### src/rtl/tlc_pkg.sv
package tlc_pkg;

   typedef enum logic [1:0] {
      CM_WTHRU = 2'd0,
      CM_CBACK = 2'd1,
      CM_NCSER = 2'd2,
      CM_NCACH = 2'd3
   } cmode_e;

   typedef enum logic [1:0] {
      FL_ALL     = 2'd0,
      FL_NONGLOB = 2'd1,
      FL_PAGE    = 2'd2,
      FL_PAGE_NG = 2'd3
   } flop_e;

   typedef struct packed {
      logic       glob;
      logic [1:0] upa;
      logic       sprot;
      cmode_e     cmode;
      logic       modf;
      logic       wprot;
   } attr_t;

   localparam int DESC_W = 12;

   function automatic attr_t decode_desc(input logic [DESC_W-1:0] d);
      attr_t a;
      a.glob  = d[10];
      a.upa   = d[9:8];
      a.sprot = d[7];
      a.cmode = cmode_e'(d[6:5]);
      a.modf  = d[4];
      a.wprot = d[2];
      return a;
   endfunction

endpackage

### src/rtl/tlc_victim.sv
module tlc_victim #(
   parameter int ENTRIES = 16,
   parameter int IDX_W   = $clog2(ENTRIES)
) (
   input  logic             clk,
   input  logic             rst_n,
   input  logic             adv,
   output logic [IDX_W-1:0] ptr
);
   localparam bit IS_POW2 = (ENTRIES & (ENTRIES - 1)) == 0;
   localparam logic [IDX_W-1:0] LAST = IDX_W'(ENTRIES - 1);

   logic [IDX_W-1:0] ptr_q, ptr_d;

   generate
      if (IS_POW2) begin : g_wrap
         assign ptr_d = ptr_q + 1'b1;
      end else begin : g_cmp
         assign ptr_d = (ptr_q == LAST) ? '0 : ptr_q + 1'b1;
      end
   endgenerate

   always_ff @(posedge clk) begin
      if (!rst_n)   ptr_q <= '0;
      else if (adv) ptr_q <= ptr_d;
   end

   assign ptr = ptr_q;

   // each allocation moves the pointer on; idle cycles hold it
   a_r11_rr_moves: assert property (@(posedge clk) disable iff (!rst_n)
      adv |=> (ptr != $past(ptr)));
   a_r11_rr_holds: assert property (@(posedge clk) disable iff (!rst_n)
      !adv |=> $stable(ptr));
   a_r11_rr_range: assert property (@(posedge clk) disable iff (!rst_n)
      ptr <= LAST);

endmodule

### src/rtl/tlc_store.sv
module tlc_store
   import tlc_pkg::*;
#(
   parameter int ENTRIES = 16,
   parameter int VPN_W   = 20,
   parameter int PPN_W   = 20,
   parameter int IDX_W   = $clog2(ENTRIES)
) (
   input  logic               clk,
   input  logic               rst_n,
   // lookup
   input  logic [VPN_W-1:0]   lk_vpn,
   input  logic               lk_super,
   output logic [ENTRIES-1:0] lk_match,
   output logic [PPN_W-1:0]   rd_ppn,
   output attr_t              rd_attr,
   // fill
   input  logic               fill_en,
   input  logic [IDX_W-1:0]   fill_idx,
   input  logic [VPN_W-1:0]   fill_vpn,
   input  logic               fill_super,
   input  logic [PPN_W-1:0]   fill_ppn,
   input  attr_t              fill_attr,
   output logic               fill_found,
   output logic [IDX_W-1:0]   fill_found_idx,
   // invalidate
   input  logic               fl_en,
   input  flop_e              fl_op,
   input  logic [VPN_W-1:0]   fl_vpn,
   input  logic               fl_super
);
   logic [ENTRIES-1:0] vld_q;
   logic [ENTRIES-1:0] sup_q;
   logic [ENTRIES-1:0] glob_vec;
   logic [ENTRIES-1:0] fi_match;
   logic [ENTRIES-1:0] fl_match;
   logic [ENTRIES-1:0] kill;
   logic [VPN_W-1:0]   vpn_q  [ENTRIES];
   logic [PPN_W-1:0]   ppn_q  [ENTRIES];
   attr_t              attr_q [ENTRIES];

   generate
      for (genvar e = 0; e < ENTRIES; e++) begin : g_ent
         logic wr_here;
         assign wr_here     = fill_en && (fill_idx == IDX_W'(e));
         assign glob_vec[e] = attr_q[e].glob;
         assign lk_match[e] = vld_q[e] && (sup_q[e] == lk_super)   && (vpn_q[e] == lk_vpn);
         assign fi_match[e] = vld_q[e] && (sup_q[e] == fill_super) && (vpn_q[e] == fill_vpn);
         assign fl_match[e] = vld_q[e] && (sup_q[e] == fl_super)   && (vpn_q[e] == fl_vpn);

         always_comb begin
            kill[e] = 1'b0;
            if (fl_en) begin
               unique case (fl_op)
                  FL_ALL:     kill[e] = 1'b1;
                  FL_NONGLOB: kill[e] = !attr_q[e].glob;
                  FL_PAGE:    kill[e] = fl_match[e];
                  FL_PAGE_NG: kill[e] = fl_match[e] && !attr_q[e].glob;
                  default:    kill[e] = 1'b0;
               endcase
            end
         end

         always_ff @(posedge clk) begin
            if (!rst_n)       vld_q[e] <= 1'b0;
            else if (wr_here) vld_q[e] <= 1'b1;
            else if (kill[e]) vld_q[e] <= 1'b0;
         end

         always_ff @(posedge clk) begin
            if (!rst_n) begin
               sup_q[e]  <= 1'b0;
               vpn_q[e]  <= '0;
               ppn_q[e]  <= '0;
               attr_q[e] <= '0;
            end else if (wr_here) begin
               sup_q[e]  <= fill_super;
               vpn_q[e]  <= fill_vpn;
               ppn_q[e]  <= fill_ppn;
               attr_q[e] <= fill_attr;
            end
         end
      end
   endgenerate

   // lowest matching slot wins on both paths
   always_comb begin
      rd_ppn  = '0;
      rd_attr = '0;
      for (int i = ENTRIES - 1; i >= 0; i--) begin
         if (lk_match[i]) begin
            rd_ppn  = ppn_q[i];
            rd_attr = attr_q[i];
         end
      end
   end

   always_comb begin
      fill_found     = 1'b0;
      fill_found_idx = '0;
      for (int i = ENTRIES - 1; i >= 0; i--) begin
         if (fi_match[i]) begin
            fill_found     = 1'b1;
            fill_found_idx = IDX_W'(i);
         end
      end
   end

   // in-place refill keeps tags unique
   a_r10_one_match: assert property (@(posedge clk) disable iff (!rst_n)
      $onehot0(lk_match));
   // full invalidate empties the array
   a_r6_all_gone: assert property (@(posedge clk) disable iff (!rst_n)
      (fl_en && fl_op == FL_ALL && !fill_en) |=> (vld_q == '0));
   // non-global invalidate keeps exactly the global entries
   a_r7_glob_kept: assert property (@(posedge clk) disable iff (!rst_n)
      (fl_en && fl_op == FL_NONGLOB && !fill_en) |=> (vld_q == ($past(vld_q) & $past(glob_vec))));
   // page non-global invalidate never drops a global entry
   a_r9_page_ng: assert property (@(posedge clk) disable iff (!rst_n)
      (fl_en && fl_op == FL_PAGE_NG && !fill_en) |=> ((vld_q & glob_vec) == ($past(vld_q) & $past(glob_vec))));
   // a fill always leaves a valid entry behind
   a_r2_fill_lands: assert property (@(posedge clk) disable iff (!rst_n)
      fill_en |=> (vld_q != '0));

endmodule

### src/rtl/tlc_check.sv
module tlc_check
   import tlc_pkg::*;
(
   input  logic  clk,
   input  logic  rst_n,
   input  logic  lk_valid,
   input  logic  lk_super,
   input  logic  lk_write,
   input  logic  any_match,
   input  attr_t attr,
   output logic  hit,
   output logic  fault,
   output logic  miss,
   output logic  upd_req
);
   logic sup_viol, wr_viol, viol, needs_mod;

   assign sup_viol  = attr.sprot && !lk_super;
   assign wr_viol   = attr.wprot && lk_write;
   assign viol      = sup_viol || wr_viol;
   assign needs_mod = lk_write && !attr.modf;

   always_comb begin
      hit     = 1'b0;
      fault   = 1'b0;
      miss    = 1'b0;
      upd_req = 1'b0;
      if (lk_valid) begin
         if (!any_match)     miss    = 1'b1;
         else if (viol)      fault   = 1'b1;
         else if (needs_mod) upd_req = 1'b1;
         else                hit     = 1'b1;
      end
   end

   // one outcome per lookup, none when idle
   a_r12_one_outcome: assert property (@(posedge clk) disable iff (!rst_n)
      lk_valid |-> ($countones({hit, fault, miss, upd_req}) == 1));
   a_r12_idle_quiet: assert property (@(posedge clk) disable iff (!rst_n)
      !lk_valid |-> !(hit || fault || miss || upd_req));
   // user space never hits a supervisor-only page
   a_r3_user_blocked: assert property (@(posedge clk) disable iff (!rst_n)
      (hit || upd_req) |-> !(attr.sprot && !lk_super));
   // writes to protected pages fault
   a_r4_wp_fault: assert property (@(posedge clk) disable iff (!rst_n)
      (lk_valid && any_match && lk_write && attr.wprot) |-> fault);
   // a write hit only on an already modified page
   a_r5_mod_needed: assert property (@(posedge clk) disable iff (!rst_n)
      (hit && lk_write) |-> attr.modf);

endmodule

### src/rtl/tlc_top.sv
module tlc_top
   import tlc_pkg::*;
#(
   parameter int VA_W    = 32,
   parameter int PA_W    = 32,
   parameter bit PAGE_8K = 1'b0,
   parameter int ENTRIES = 16,
   localparam int PG_SHIFT = PAGE_8K ? 13 : 12,
   localparam int VPN_W    = VA_W - PG_SHIFT,
   localparam int PPN_W    = PA_W - PG_SHIFT
) (
   input  logic              clk,
   input  logic              rst_n,
   input  logic              lk_valid,
   input  logic [VPN_W-1:0]  lk_vpn,
   input  logic              lk_super,
   input  logic              lk_write,
   output logic              hit,
   output logic              fault,
   output logic              miss,
   output logic              upd_req,
   output logic [PPN_W-1:0]  out_ppn,
   output logic [1:0]        out_cmode,
   output logic [1:0]        out_upa,
   output logic              out_global,
   output logic              out_sprot,
   output logic              out_wprot,
   input  logic              fill_valid,
   input  logic [VPN_W-1:0]  fill_vpn,
   input  logic              fill_super,
   input  logic [PPN_W-1:0]  fill_ppn,
   input  logic [11:0]       fill_desc,
   input  logic              fl_valid,
   input  logic [1:0]        fl_op,
   input  logic [VPN_W-1:0]  fl_vpn,
   input  logic              fl_super
);
   localparam int IDX_W = (ENTRIES > 1) ? $clog2(ENTRIES) : 1;

   generate
      if (ENTRIES < 2) begin : g_bad_depth
         $error("tlc_top: ENTRIES must be at least 2");
      end
      if (VA_W <= PG_SHIFT || PA_W <= PG_SHIFT) begin : g_bad_width
         $error("tlc_top: address widths must exceed the page offset");
      end
   endgenerate

   logic [ENTRIES-1:0] lk_match;
   logic [PPN_W-1:0]   rd_ppn;
   attr_t              rd_attr;
   logic               fill_found;
   logic [IDX_W-1:0]   fill_found_idx;
   logic [IDX_W-1:0]   rr_ptr;
   logic [IDX_W-1:0]   fill_idx;
   logic               alloc;
   attr_t              fill_attr;

   assign fill_attr = decode_desc(fill_desc);
   assign alloc     = fill_valid && !fill_found;
   assign fill_idx  = fill_found ? fill_found_idx : rr_ptr;

   tlc_store #(
      .ENTRIES (ENTRIES),
      .VPN_W   (VPN_W),
      .PPN_W   (PPN_W),
      .IDX_W   (IDX_W)
   ) u_store (
      .clk            (clk),
      .rst_n          (rst_n),
      .lk_vpn         (lk_vpn),
      .lk_super       (lk_super),
      .lk_match       (lk_match),
      .rd_ppn         (rd_ppn),
      .rd_attr        (rd_attr),
      .fill_en        (fill_valid),
      .fill_idx       (fill_idx),
      .fill_vpn       (fill_vpn),
      .fill_super     (fill_super),
      .fill_ppn       (fill_ppn),
      .fill_attr      (fill_attr),
      .fill_found     (fill_found),
      .fill_found_idx (fill_found_idx),
      .fl_en          (fl_valid),
      .fl_op          (flop_e'(fl_op)),
      .fl_vpn         (fl_vpn),
      .fl_super       (fl_super)
   );

   tlc_victim #(
      .ENTRIES (ENTRIES),
      .IDX_W   (IDX_W)
   ) u_victim (
      .clk   (clk),
      .rst_n (rst_n),
      .adv   (alloc),
      .ptr   (rr_ptr)
   );

   tlc_check u_check (
      .clk       (clk),
      .rst_n     (rst_n),
      .lk_valid  (lk_valid),
      .lk_super  (lk_super),
      .lk_write  (lk_write),
      .any_match (|lk_match),
      .attr      (rd_attr),
      .hit       (hit),
      .fault     (fault),
      .miss      (miss),
      .upd_req   (upd_req)
   );

   assign out_ppn    = rd_ppn;
   assign out_cmode  = rd_attr.cmode;
   assign out_upa    = hit ? rd_attr.upa : 2'b00;
   assign out_global = rd_attr.glob;
   assign out_sprot  = rd_attr.sprot;
   assign out_wprot  = rd_attr.wprot;

   // attribute pins stay quiet off a hit
   a_r12_upa_gated: assert property (@(posedge clk) disable iff (!rst_n)
      !hit |-> (out_upa == 2'b00));
   // nothing matches in the cycle after reset releases
   a_r1_empty_after_reset: assert property (@(posedge clk)
      $rose(rst_n) |-> (lk_match == '0));

endmodule

### config.mk
export PLATFORM = sky130hd
export DESIGN_NAME = tlc_top
export DESIGN_NICKNAME = d
export VERILOG_FILES = /design/src/rtl/tlc_pkg.sv /design/src/rtl/tlc_victim.sv /design/src/rtl/tlc_store.sv /design/src/rtl/tlc_check.sv /design/src/rtl/tlc_top.sv
export SDC_FILE = /design/constraint.sdc
export NUM_CORES = 2
export LEC_CHECK = 0
export BUFFER_PORTS_ARGS = -buffer_cell sky130_fd_sc_hd__buf_2
export CAP_MARGIN = 40
export CELL_PAD_IN_SITES_DETAIL_PLACEMENT = 0
export CELL_PAD_IN_SITES_GLOBAL_PLACEMENT = 1
export CORE_AREA = 5 5 306 308
export CTS_BUF_LIST = sky130_fd_sc_hd__clkbuf_4 sky130_fd_sc_hd__clkbuf_8
export DETAILED_ROUTE_END_ITERATION = 8
export DIE_AREA = 0 0 311 313
export MAX_ROUTING_LAYER = met4
export PLACE_DENSITY_LB_ADDON = 0.05
export SYNTH_ARGS = -nofsm -noshare
export SYNTH_HDL_FRONTEND = slang
export SYNTH_SLANG_ARGS = --single-unit
### constraint.sdc
create_clock -name clk -period 9.31 [get_ports clk]
set_input_delay 0.4655 -clock clk [delete_from_list [all_inputs] [get_ports clk]]
set_output_delay 0.4655 -clock clk [all_outputs]
set_load 0.02 [all_outputs]
==> results.txt <==
status - complete, no violations
Chip Height - 313 µm
setup tns final - 0 ns
endpoints failing setup - 0
I/O Pins - 134
placed cell area - 49,500 µm²
final hold violations - 0
Gate Count Post-Synth - 4,363
ratio of cells with drive above 1 in the final layout - 12.8%
post-layout minimum cycle time - 6.33 ns
post-synth cell types - 85
grt ovf - 0
largest net degree at the start of global routing - 53
Finished Cell Area - 52,300 µm²
Power per Cell Area - 163 nW/µm²
core footprint - 90,800 µm²
GRT Util Overall - 36.8%
Worst R2R Start - u_store.vpn_q[1][129]
area share of the largest cell type after synthesis - 48.4%
ys flop type - edfxtp_1
remaining antenna violation count - 0
H-Tree Depth - 4
Synth area leader - edfxtp_1
critical path peak fanout - 18
first-pass GRT wire length - 250,000 µm
Initial Utilization - 52.5%
fraction of registers with async set/reset - 0%
fin nets - 4,507
Rel. slew slack - 33.3%
CP endpoint kind - primary output
Crit Path Class - reg2out
syn nets - 4,467
post-synthesis sequential area ratio - 49.9%
hold_sp - fill_ppn[2]
Fmax - 0.158 GHz
clock-pin slew on the worst setup and hold paths - 0.06 ns
first drt pass iteration count - 5
Sink Count - 804
RSZ-0062 raised after global routing - no
Max VDD drop - 0.134 mV
Max clock buf depth - 3
Pleak - 19.4 nW
startpoint types - flip-flop
die area - 97,300 µm²
ranking of synthesized cells by area - edfxtp_1 48%, xor2_1 10%, and2_1 10%
number of global-route vias before repair - 34.1k
Critical Path Start - u_store.vpn_q[0][58]
hold_buf cts - 0
Min-Delay Path Class - in2reg
Row Count - 111
library cell with the highest instance count after synthesis - and2_1
EDFF count, synth - 768
skew final - 0.0453 ns
Synth top cells by count - 775 x and2_1, 768 x edfxtp_1, 555 x xor2_1
Seq cells post-synth - 804
Routability Congestion - 0.959
CP Data Required Time - 8.84 ns
Final Max Tran Viols - 0
post_cts resized - 0
synth-to-layout area growth - 9.72%
Worst EP arrival - 5.86 ns
fin crit share - 67.9%
routed wire length - 178,000 µm
syn_area_per_cell - 10.9 µm²
PortBufs - 129
vias after detailed routing - 35.6k
# Post-CTS Setup Buffers - 0
die width - 311 µm
number of CTS-inserted buffers - 144
drt wl/cell - 31.2 µm
drt drc - 0
worst hold slack - 0.162 ns
root buffer cell - clkbuf_8
Synth Warn # - 0
CTS tree - yes
FF/Latch Area - 23,800 µm²
Slew @ Worst Pin - 0.995 ns
Post-DP HPWL - 109,000 µm
initial antenna violation count - 8
filler instances - 7,847
worst skew pair latency - 0.86 ns
Via-to-Cell Ratio - 6.24
multi-input logic area - 22,100 µm²
Max-Cap Viols - 0
Post-Syn Area - 47,700 µm²
drt initial violations - 4,487
==> registers in the layout (all words and copies together), names as in the netlist <==
name	flops
u_store.attr_q	128
u_store.sup_q	16
u_store.vld_q	16
u_store.vpn_q	320
u_victim.ptr	4
u_store.ppn_q	320
==> worst paths after layout <==
path	to	slack (ns)	cells past startpoint
worst min-delay path	u_store.ppn_q[0][82]	0.16	2
worst max register to register	u_store.ppn_q[0][52]	4.26	12
worst min register to register	u_store.sup_q[11]	0.53	2
worst max-delay path	out_upa[0]	2.98	12
==> cell type report <==
class                           instances  area share, %
Clock buffer                          195           4.66
Timing Repair Buffer                  265           3.79
Antenna cell                            5         0.0239
Clock inverter                         59          0.756
Inverter                               41          0.294
Multi-Input combinational cell       3147           42.2
Sequential cell                       804           45.5
Tap cell                             1186           2.84
==> cell families after synthesis <==
logic type	share of synthesized area [%]
multiplexers	0.446
AND/OR/NAND/NOR	21.8
XOR/XNOR	18.7
flip-flops	49.9
AO/OA/AOI/OAI	4.95
buffers and inverters	4.20
adder cells (fa/ha/maj)	0.0262
==> report_power, final <==
group	internal, W	total, W	switching, W
combinational	0.000303	0.000956	0.000653
sequential	0.00411	0.00423	0.000119
clock	0.00177	0.00332	0.00156
==> layout by cell type, fill, tap and decap left out, types with 40 or more instances in the layout <==
cell        n
nor4_1    150
nor2_1    124
xnor2_1   458
a21oi_1    59
buf_2     132
inv_1      40
clkbuf_8  156
and2_1    775
edfxtp_1  768
buf_4     108
nor3_1     68
nand4_1   217
o21ai_0    76
a221oi_1   47
xor2_1    555
nand2_1   177
nand3_1   106
==> metal layers <==
metal | wire length [µm] | share of wire [%] | track usage [%]
met1 | 73800 | 41 | 50.8
met2 | 76200 | 43 | 52.9
met3 | 19700 | 11 | 8.36
met4 | 8190 | 4.6 | 14.8
met5 | 0 | 0 | -
==> stage by stage <==
step                      utilization (%)  instances  setup slack (ns)  power, W
after CTS                            57.6       5696              3.01   0.00851
final                                57.6       5702              2.98   0.00851
after global placement               53.9       5414              3.21   0.00520
after detailed placement             54.5       5442              3.24   0.00522
after floorplan                         -       4363              2.58   0.00486
after global routing                 57.6       5700              2.78   0.00875
==> critical path, stage by stage, from the launching register on <==
cell and delay, ns:
edfxtp_1 0.45, xor2_1 0.17, nor4_1 0.29, and3_1 0.67, buf_4 0.41, a211o_1 0.44
o211ai_1 0.17, a211oi_1 0.60, o221a_2 0.39, o311a_1 0.17, o21ai_1 0.18, nor4bb_1 0.75
buf_2 0.30
Power figures use the tool's default switching activity.
